<file path="src/rtl/prst_pkg.sv">
package prst_pkg;

    localparam logic [31:0] OPEN_KEY  = 32'hA638_2D4C;
    localparam logic [31:0] CLOSE_KEY = 32'hA638_2D4D;

    typedef enum logic {
        LK_LOCKED = 1'b0,
        LK_OPEN   = 1'b1
    } lock_state_e;

endpackage

</file>
<file path="src/rtl/prst_lock_fsm.sv">
module prst_lock_fsm
    import prst_pkg::*;
(
    input  logic        clk,
    input  logic        rst_n,
    input  logic        key_wr,
    input  logic [31:0] key_val,
    output logic        is_open
);

    lock_state_e state_q;
    lock_state_e state_d;

    // next-state selection
    always_comb begin
        state_d = state_q;
        unique case (state_q)
            LK_LOCKED: begin
                if (key_wr && (key_val == OPEN_KEY)) begin
                    state_d = LK_OPEN;
                end
            end
            LK_OPEN: begin
                if (key_wr && (key_val == CLOSE_KEY)) begin
                    state_d = LK_LOCKED;
                end
            end
            default: state_d = LK_LOCKED;
        endcase
    end

    // state register
    always_ff @(posedge clk or negedge rst_n) begin
        if (!rst_n) begin
            state_q <= LK_LOCKED;
        end else begin
            state_q <= state_d;
        end
    end

    // outputs
    always_comb begin
        is_open = (state_q == LK_OPEN);
    end

endmodule

</file>
<file path="src/rtl/prst_wr_decode.sv">
module prst_wr_decode #(
    parameter int NUM_BANKS = 5,
    parameter int BANK_W    = 32,
    parameter int ADDR_W    = 3,
    localparam int TOTAL_W  = NUM_BANKS * BANK_W,
    localparam int GUARD_IX = NUM_BANKS
) (
    input  logic              bus_wr,
    input  logic [ADDR_W-1:0] bus_addr,
    input  logic [BANK_W-1:0] bus_wdata,
    input  logic              is_open,
    output logic              key_wr,
    output logic [TOTAL_W-1:0] trig
);

    assign key_wr = bus_wr && (bus_addr == ADDR_W'(GUARD_IX));

    for (genvar k = 0; k < NUM_BANKS; k++) begin : g_bank
        logic sel;
        assign sel = bus_wr && is_open && (bus_addr == ADDR_W'(k));
        assign trig[k*BANK_W +: BANK_W] = sel ? bus_wdata : '0;
    end

endmodule

</file>
<file path="src/rtl/prst_pulse_bank.sv">
module prst_pulse_bank #(
    parameter int WIDTH     = 160,
    parameter int PULSE_LEN = 8,
    localparam int CNT_W    = $clog2(PULSE_LEN + 1)
) (
    input  logic             clk,
    input  logic             rst_n,
    input  logic [WIDTH-1:0] trig,
    output logic [WIDTH-1:0] pulse
);

    for (genvar i = 0; i < WIDTH; i++) begin : g_bit
        logic [CNT_W-1:0] cnt_q;

        always_ff @(posedge clk or negedge rst_n) begin
            if (!rst_n) begin
                cnt_q <= '0;
            end else if (trig[i]) begin
                cnt_q <= CNT_W'(PULSE_LEN);
            end else if (cnt_q != '0) begin
                cnt_q <= cnt_q - CNT_W'(1);
            end
        end

        assign pulse[i] = (cnt_q != '0);
    end

endmodule

</file>
<file path="src/rtl/prst_lockbank.sv">
module prst_lockbank #(
    parameter int NUM_BANKS = 5,
    parameter int BANK_W    = 32,
    parameter int PULSE_LEN = 8,
    parameter int ADDR_W    = 3,
    localparam int TOTAL_W  = NUM_BANKS * BANK_W,
    localparam int GUARD_IX = NUM_BANKS
) (
    input  logic               clk,
    input  logic               rst_n,
    input  logic               bus_wr,
    input  logic [ADDR_W-1:0]  bus_addr,
    input  logic [BANK_W-1:0]  bus_wdata,
    output logic [BANK_W-1:0]  bus_rdata,
    output logic [TOTAL_W-1:0] periph_rst
);

    logic               lock_open;
    logic               key_wr;
    logic [TOTAL_W-1:0] trig;

    prst_lock_fsm u_fsm (
        .clk     (clk),
        .rst_n   (rst_n),
        .key_wr  (key_wr),
        .key_val (bus_wdata),
        .is_open (lock_open)
    );

    prst_wr_decode #(
        .NUM_BANKS (NUM_BANKS),
        .BANK_W    (BANK_W),
        .ADDR_W    (ADDR_W)
    ) u_dec (
        .bus_wr    (bus_wr),
        .bus_addr  (bus_addr),
        .bus_wdata (bus_wdata),
        .is_open   (lock_open),
        .key_wr    (key_wr),
        .trig      (trig)
    );

    prst_pulse_bank #(
        .WIDTH     (TOTAL_W),
        .PULSE_LEN (PULSE_LEN)
    ) u_pulse (
        .clk   (clk),
        .rst_n (rst_n),
        .trig  (trig),
        .pulse (periph_rst)
    );

    // banks are write-only; only the guard word returns state
    always_comb begin
        bus_rdata = '0;
        if (bus_addr == ADDR_W'(GUARD_IX)) begin
            bus_rdata[0] = lock_open;
        end
    end

endmodule

</file>
<file path="config.mk">
export PLATFORM = sky130hd
export DESIGN_NAME = prst_lockbank
export DESIGN_NICKNAME = d
export VERILOG_FILES = /design/src/rtl/prst_pkg.sv /design/src/rtl/prst_lock_fsm.sv /design/src/rtl/prst_wr_decode.sv /design/src/rtl/prst_pulse_bank.sv /design/src/rtl/prst_lockbank.sv
export SDC_FILE = /design/constraint.sdc
export NUM_CORES = 1
export LEC_CHECK = 0
export ABC_AREA = 1
export CORE_MARGIN = 3
export CORE_UTILIZATION = 29
export CTS_BUF_LIST = sky130_fd_sc_hd__clkbuf_8
export DETAILED_ROUTE_END_ITERATION = 10
export DONT_BUFFER_PORTS = 1
export GPL_TIMING_DRIVEN = 0
export PLACE_DENSITY_LB_ADDON = 0.1
export SETUP_SLACK_MARGIN = 0.3
export SLEW_MARGIN = 25
export SYNTH_ARGS = -nofsm -noshare
export SYNTH_HDL_FRONTEND = slang
export SYNTH_SLANG_ARGS = --single-unit
export TNS_END_PERCENT = 50
</file>
<file path="constraint.sdc">
create_clock -name clk -period 4.1 [get_ports clk]
set_input_delay 0.41 -clock clk [delete_from_list [all_inputs] [get_ports clk]]
set_output_delay 0.41 -clock clk [all_outputs]
set_load 0.005 [all_outputs]
</file>
After elaboration in Yosys (flattened, before gate mapping)
Index checks and enable logic that the tools add are counted.

Register bits: 641. Bits of input ports: 38. Word-level logic and storage cells: 988.

Add/sub/neg operators: 160. Equality and inequality tests: 7. Muxes and demuxes: 329. Bitwise gates (word level): 1. Reductions and logical operators: 330.

Operators by type and width (count): 4-bit 2-to-1 mux (320); 4-bit nonzero test (160); 4-bit by 1-bit subtractor with 4-bit output, second input constant (160); 2-bit nonzero test (160); 32-bit 2-to-1 mux (5); 32-bit equality test, second input constant (2); 1-bit logical AND (9); 3-bit by 2-bit equality test with 1-bit output, second input constant (2); 3-bit equality test, second input constant (2); 3-bit by 1-bit equality test with 1-bit output, second input constant (1); 3-bit logical NOT (1); 1-bit 2-to-1 mux (3); 1-bit case mux with 2 select lines (1); 1-bit inverter (1).

Logic depth before layout (Yosys ltp)
Word-level depth: 5. Gate-level depth with buffers: 9. Depth with buffers taken out: 8.

Hierarchy
From an unflattened synthesis, not the netlist that was laid out.

Cells, all modules: 4825. Area, all modules: 35970.7 sq um.

By module, submodules not included: prst_pulse_bank (instances 1, cells each 4480, area an instance 34370.5 sq um); prst_wr_decode (instances 1, cells each 225, area an instance 984.7 sq um); prst_lock_fsm (instances 1, cells each 84, area an instance 361.6 sq um); prst_lockbank (instances 1, cells each 36, area an instance 254.0 sq um).

Worst setup path before layout
Ideal clock, no wire load.

Path type: input to register. Start point: input bus_addr[0]. End point: register u_pulse.g_bit[146].cnt_q[1]. Data arrival time: 1373 ps. Slack: 2615 ps. Cell stages on the path: 9. Path through: inv_1 > nand2_1 > nor3_4 > inv_4 > buf_6 > nor2_4 > inv_2 > nand2_1 > inv_1.

Word-level cells in the longest chain between the ends: 4. Elaborated cells between the ends (all ways): 5.

RTL lines: from (decl) (RTL line prst_lockbank.sv:12) `input logic [ADDR_W-1:0] bus_addr,`; 3-bit equality test * (RTL line prst_wr_decode.sv:20) `assign sel = bus_wr && is_open && (bus_addr == ADDR_W'(k));`; 1-bit logical AND * (RTL line prst_wr_decode.sv:20); 32-bit 2-to-1 mux * (RTL line prst_wr_decode.sv:21) `assign trig[k*BANK_W +: BANK_W] = sel ? bus_wdata : '0;`; 4-bit 2-to-1 mux or 2-bit nonzero test (tied branches); to (signal assigned) (RTL line prst_pulse_bank.sv:19) `cnt_q <= CNT_W'(PULSE_LEN);`; to (signal assigned) (RTL line prst_pulse_bank.sv:21) `cnt_q <= cnt_q - CNT_W'(1);`; to (decl) (RTL line prst_pulse_bank.sv:13) `logic [CNT_W-1:0] cnt_q;`.

Every way passes the cells marked *; elsewhere a longest branch is shown, timed or not. A chain may end at the register's enable or synchronous reset.

Worst setup path in the final report
Start point: input bus_wdata[0]. End point: register u_fsm.state_q, in the netlist u_fsm.is_open.

Word-level cells in the longest chain between the ends: 4. Elaborated cells between the ends (all ways): 7.

RTL lines: from (decl) (RTL line prst_lockbank.sv:13) `input logic [BANK_W-1:0] bus_wdata,`; 32-bit equality test, on equally long branches (RTL line prst_lock_fsm.sv:24, prst_lock_fsm.sv:19); 1-bit logical AND, on equally long branches (RTL line prst_lock_fsm.sv:24, prst_lock_fsm.sv:19); 1-bit 2-to-1 mux, on equally long branches (RTL line prst_lock_fsm.sv:24, prst_lock_fsm.sv:19); 1-bit case mux with 2 select lines * (RTL line prst_lock_fsm.sv:17) `unique case (state_q)`; net u_fsm.state_d (RTL line prst_lock_fsm.sv:12) `lock_state_e state_d;`; to (signal assigned) (RTL line prst_lock_fsm.sv:37) `state_q <= state_d;`; to (decl) (RTL line prst_lock_fsm.sv:11) `lock_state_e state_q;`.

The timed path passes the listed nets; every way through them passes the cells marked *.

==> impl_metrics.env <==
export IMPL_clockBufferDepth=3
export IMPL_placed_cell_area_um2=37600
export IMPL_stdcell_area_um2=40800
export IMPL_layout_cells_non_filler=6110
export IMPL_slew_viol_final=0
export IMPL_clk_insertion_delay_late_ns=0.82
export IMPL_num_nets_final=4761
export IMPL_h_tree_depth=4
export IMPL_floorplan_core_area_um2=121000
export IMPL_die_x_um=356
export IMPL_slowest_delay_ns=1.01
export IMPL_slew_headroom_pct=41.3
export IMPL_drt_total_wl_um=85500
export IMPL_grt_remaining_overflow=0
export IMPL_hold_viol_final=0
export IMPL_final_cell_mix="inv_1, nand2_1, dfrtp_1"
export IMPL_antenna_found_initial=12
export IMPL_p_per_area_nw_per_um2=325
export IMPL_cts_tree="built"
export IMPL_period_minus_slack_ns=2.64
export IMPL_r2r_end="u_fsm.is_open$_DFF_PN0_"
export IMPL_die_area_um2=127000
export IMPL_drt_pass1_iter_count=7
export IMPL_hold_start="bus_wdata[15]"
export IMPL_drt_iter0_markers=1376
export IMPL_status="finished, final reports clean"
export IMPL_synth_yosys_seq_area_share_pct=45.2
export IMPL_end_kind="flop"
export IMPL_layout_commonest_cell="inv_1"
export IMPL_yosys_cell_types_count=27
export IMPL_cts_clk_slew_worst_paths_ns=0.06
export IMPL_crit_chain="dlygate4sd3_1, nor3_1, dlygate4sd3_1, nand3_1, dlygate4sd3_1, nand2_1, dlygate4sd3_1"
export IMPL_synthCells=4187
export IMPL_globalplace_congestion=0.763
export IMPL_clock_skew_ns=0.0382
export IMPL_timing_critical_path_from="bus_wdata[0]"
export IMPL_grt_pass1_wl_um=137000
export IMPL_setup_ws_ns=1.46
export IMPL_ys_warn_count=0
export IMPL_r2r_start="u_fsm.is_open$_DFF_PN0_"
export IMPL_yosys_most_used_dff="dfrtp_1"
export IMPL_drive_gt1_share_pct=6.65
export IMPL_wl_per_cell_um=14.0
export IMPL_max_slew_worst_pin_slew_ns=0.881
export IMPL_syn_area_um2=35500
export IMPL_dp_cells=5830
export IMPL_hp_class="input pin to flop"
export IMPL_cp_start_kind="input pin"
export IMPL_fin_crit_sh_pct=64.3
export IMPL_clock_sinks=641
export IMPL_async_reset_ff_share_pct=100
export IMPL_finalSetupTns_ns=0
export IMPL_fmax_mhz=379
export IMPL_hold_ws_ns=0.110
export IMPL_synth_edff_count=0
export IMPL_crit_type="input pin to flop"
export IMPL_ys_seq_elements=641
export IMPL_postCtsSetupBuffers=0
export IMPL_rsz0062_at_grt="false"
export IMPL_io_pins=230
export IMPL_setup_viol=0
export IMPL_drc=0
export IMPL_critPathMostFrequentCell="dlygate4sd3_1"
export IMPL_io_buffers=0
export IMPL_reg2reg_slack_ns=1.68
export IMPL_grt_total_usage_pct=13.8
export IMPL_slowest_stage="dlygate4sd3_1"
export IMPL_p_leak_nw=21.4
export IMPL_area_growth_pct=15.0
export IMPL_rows=127
export IMPL_ir_drop_v=0.000247
export IMPL_dp_hpwl_um=56200
export IMPL_pre_cts_ws_ns=1.68
export IMPL_initial_core_util_pct=29.4
export IMPL_critPathMaxFanout=6
export IMPL_worstPathArrival_ns=3.33
export IMPL_ant_nets=0
export IMPL_cts_buffers=136
export IMPL_cts_root_buffer="clkbuf_8"
export IMPL_vias=25700
export IMPL_worstPathRequired_ns=4.79
export IMPL_first_global_vias=25200
export IMPL_die_h_um=356
export IMPL_via_per_inst=4.20
export IMPL_r2r_cells=6
export IMPL_grt_max_degree=642
export IMPL_cap_violations=0
export IMPL_cp_endpoint="u_fsm.is_open$_DFF_PN0_"
export IMPL_synth_area_per_cell_um2=8.48
==> how the worst min path moves through the flow <==
| stage | endpoint | slack [ns] | cells past startpoint |
|---|---|---|---|
| finish | u_pulse.g_bit[143].cnt_q[2]$_DFFE_PN0P_ | 0.11 | 3 |
| global route | u_pulse.g_bit[111].cnt_q[2]$_DFFE_PN0P_ | 0.07 | 3 |
| CTS | u_pulse.g_bit[2].cnt_q[2]$_DFFE_PN0P_ | -0.81 | 0 |
| detailed placement | u_pulse.g_bit[70].cnt_q[3]$_DFFE_PN0P_ | 0.16 | 0 |
| global placement | u_pulse.g_bit[70].cnt_q[3]$_DFFE_PN0P_ | 0.16 | 0 |
| floorplan | u_fsm.is_open$_DFF_PN0_ | 0.11 | 0 |
==> final cells by class <==
class | instances | area, µm²
flip-flops and latches | 641 | 16000
well taps | 1612 | 2020
fillers | 12600 | 79800
diodes | 4 | 10.0
clock buffers | 166 | 2280
clock inverters | 63 | 308
repair buffers | 48 | 573
inverters | 950 | 3570
multi-input cells | 2582 | 15700
plain buffers | 44 | 327
==> synthesized netlist by cell type (3+ instances only) <==
| library cell | instances | share of area (%) |
|---|---|---|
| dfrtp_1 | 641 | 45 |
| nor2_4 | 40 | 1.3 |
| xor2_1 | 164 | 4.0 |
| nand2_1 | 678 | 7.2 |
| inv_1 | 927 | 9.8 |
| buf_2 | 9 | 0.13 |
| a21oi_1 | 14 | 0.20 |
| ha_1 | 320 | 11 |
| o21ai_2 | 3 | 0.074 |
| nand3_1 | 431 | 6.1 |
| xnor2_1 | 156 | 3.9 |
| buf_6 | 3 | 0.095 |
| nor2_1 | 219 | 2.3 |
| nor3_1 | 202 | 2.8 |
| inv_2 | 22 | 0.23 |
| o21ai_0 | 315 | 4.4 |
| buf_4 | 31 | 0.66 |
==> metal layers <==
| metal | GRT usage, % | up-vias | part of all wire (%) |
|---|---|---|---|
| met5 | 0 | - | 0.064 |
| met4 | 4.98 | 8 | 2.6 |
| met3 | 4.58 | 150 | 6.4 |
| met2 | 22.0 | 354 | 45 |
| met1 | 17.4 | 11800 | 46 |
| li1 | - | 13300 | - |
==> registers in the layout (all words and copies together), names as in the netlist <==
signal and count:
u_pulse.g_bit.cnt_q 640, u_fsm.is_open 1
==> power breakdown <==
group / internal (mW) / total [mW] / switching, mW / leakage, nW
Combinational: 0.0607 / 0.284 / 0.223 / 11.0
Sequential: 6.33 / 6.33 / 0.0000104 / 8.96
Clock: 3.64 / 6.65 / 3.01 / 1.52
Total: 10.0 / 13.3 / 3.24 / 21.4
==> worst max-delay path, delay by kind of cell <==
family	cells	cell delay, ns
buffers and inverters	4	2.68
and+or+nand+nor	3	0.23
==> per-stage QoR <==
step / utilization, % / total power, mW
CTS: 33.7 / 13.5
global route: 33.8 / 14.0
detailed placement: 31.2 / 6.51
global placement: 31.2 / 6.51
floorplan: - / 6.50
finish: 33.8 / 13.3
==> kinds of logic (layout without fill, tap and decap cells) <==
| kind of cell | Yosys count | after routing | share of synthesized area (%) |
|---|---|---|---|
| muxes | 1 | 1 | 0.0282 |
| buffers and inverters | 994 | 1271 | 11.0 |
| AOI/OAI and AO/OA | 335 | 335 | 4.76 |
| DFF | 641 | 641 | 45.2 |
| other | 1 | 35 | 0.0106 |
| and+or+nand+nor | 1575 | 1575 | 19.8 |
| xor gates and xnor gates | 320 | 320 | 7.90 |
| adders and majority gates | 320 | 320 | 11.3 |
==> what timing repair did <==
action | in CTS | in global routing
gates resized for setup | 0 | 0
hold endpoints to repair | 1265 | 363
hold buffers | 41 | 2
Power figures use the tool's default switching activity.
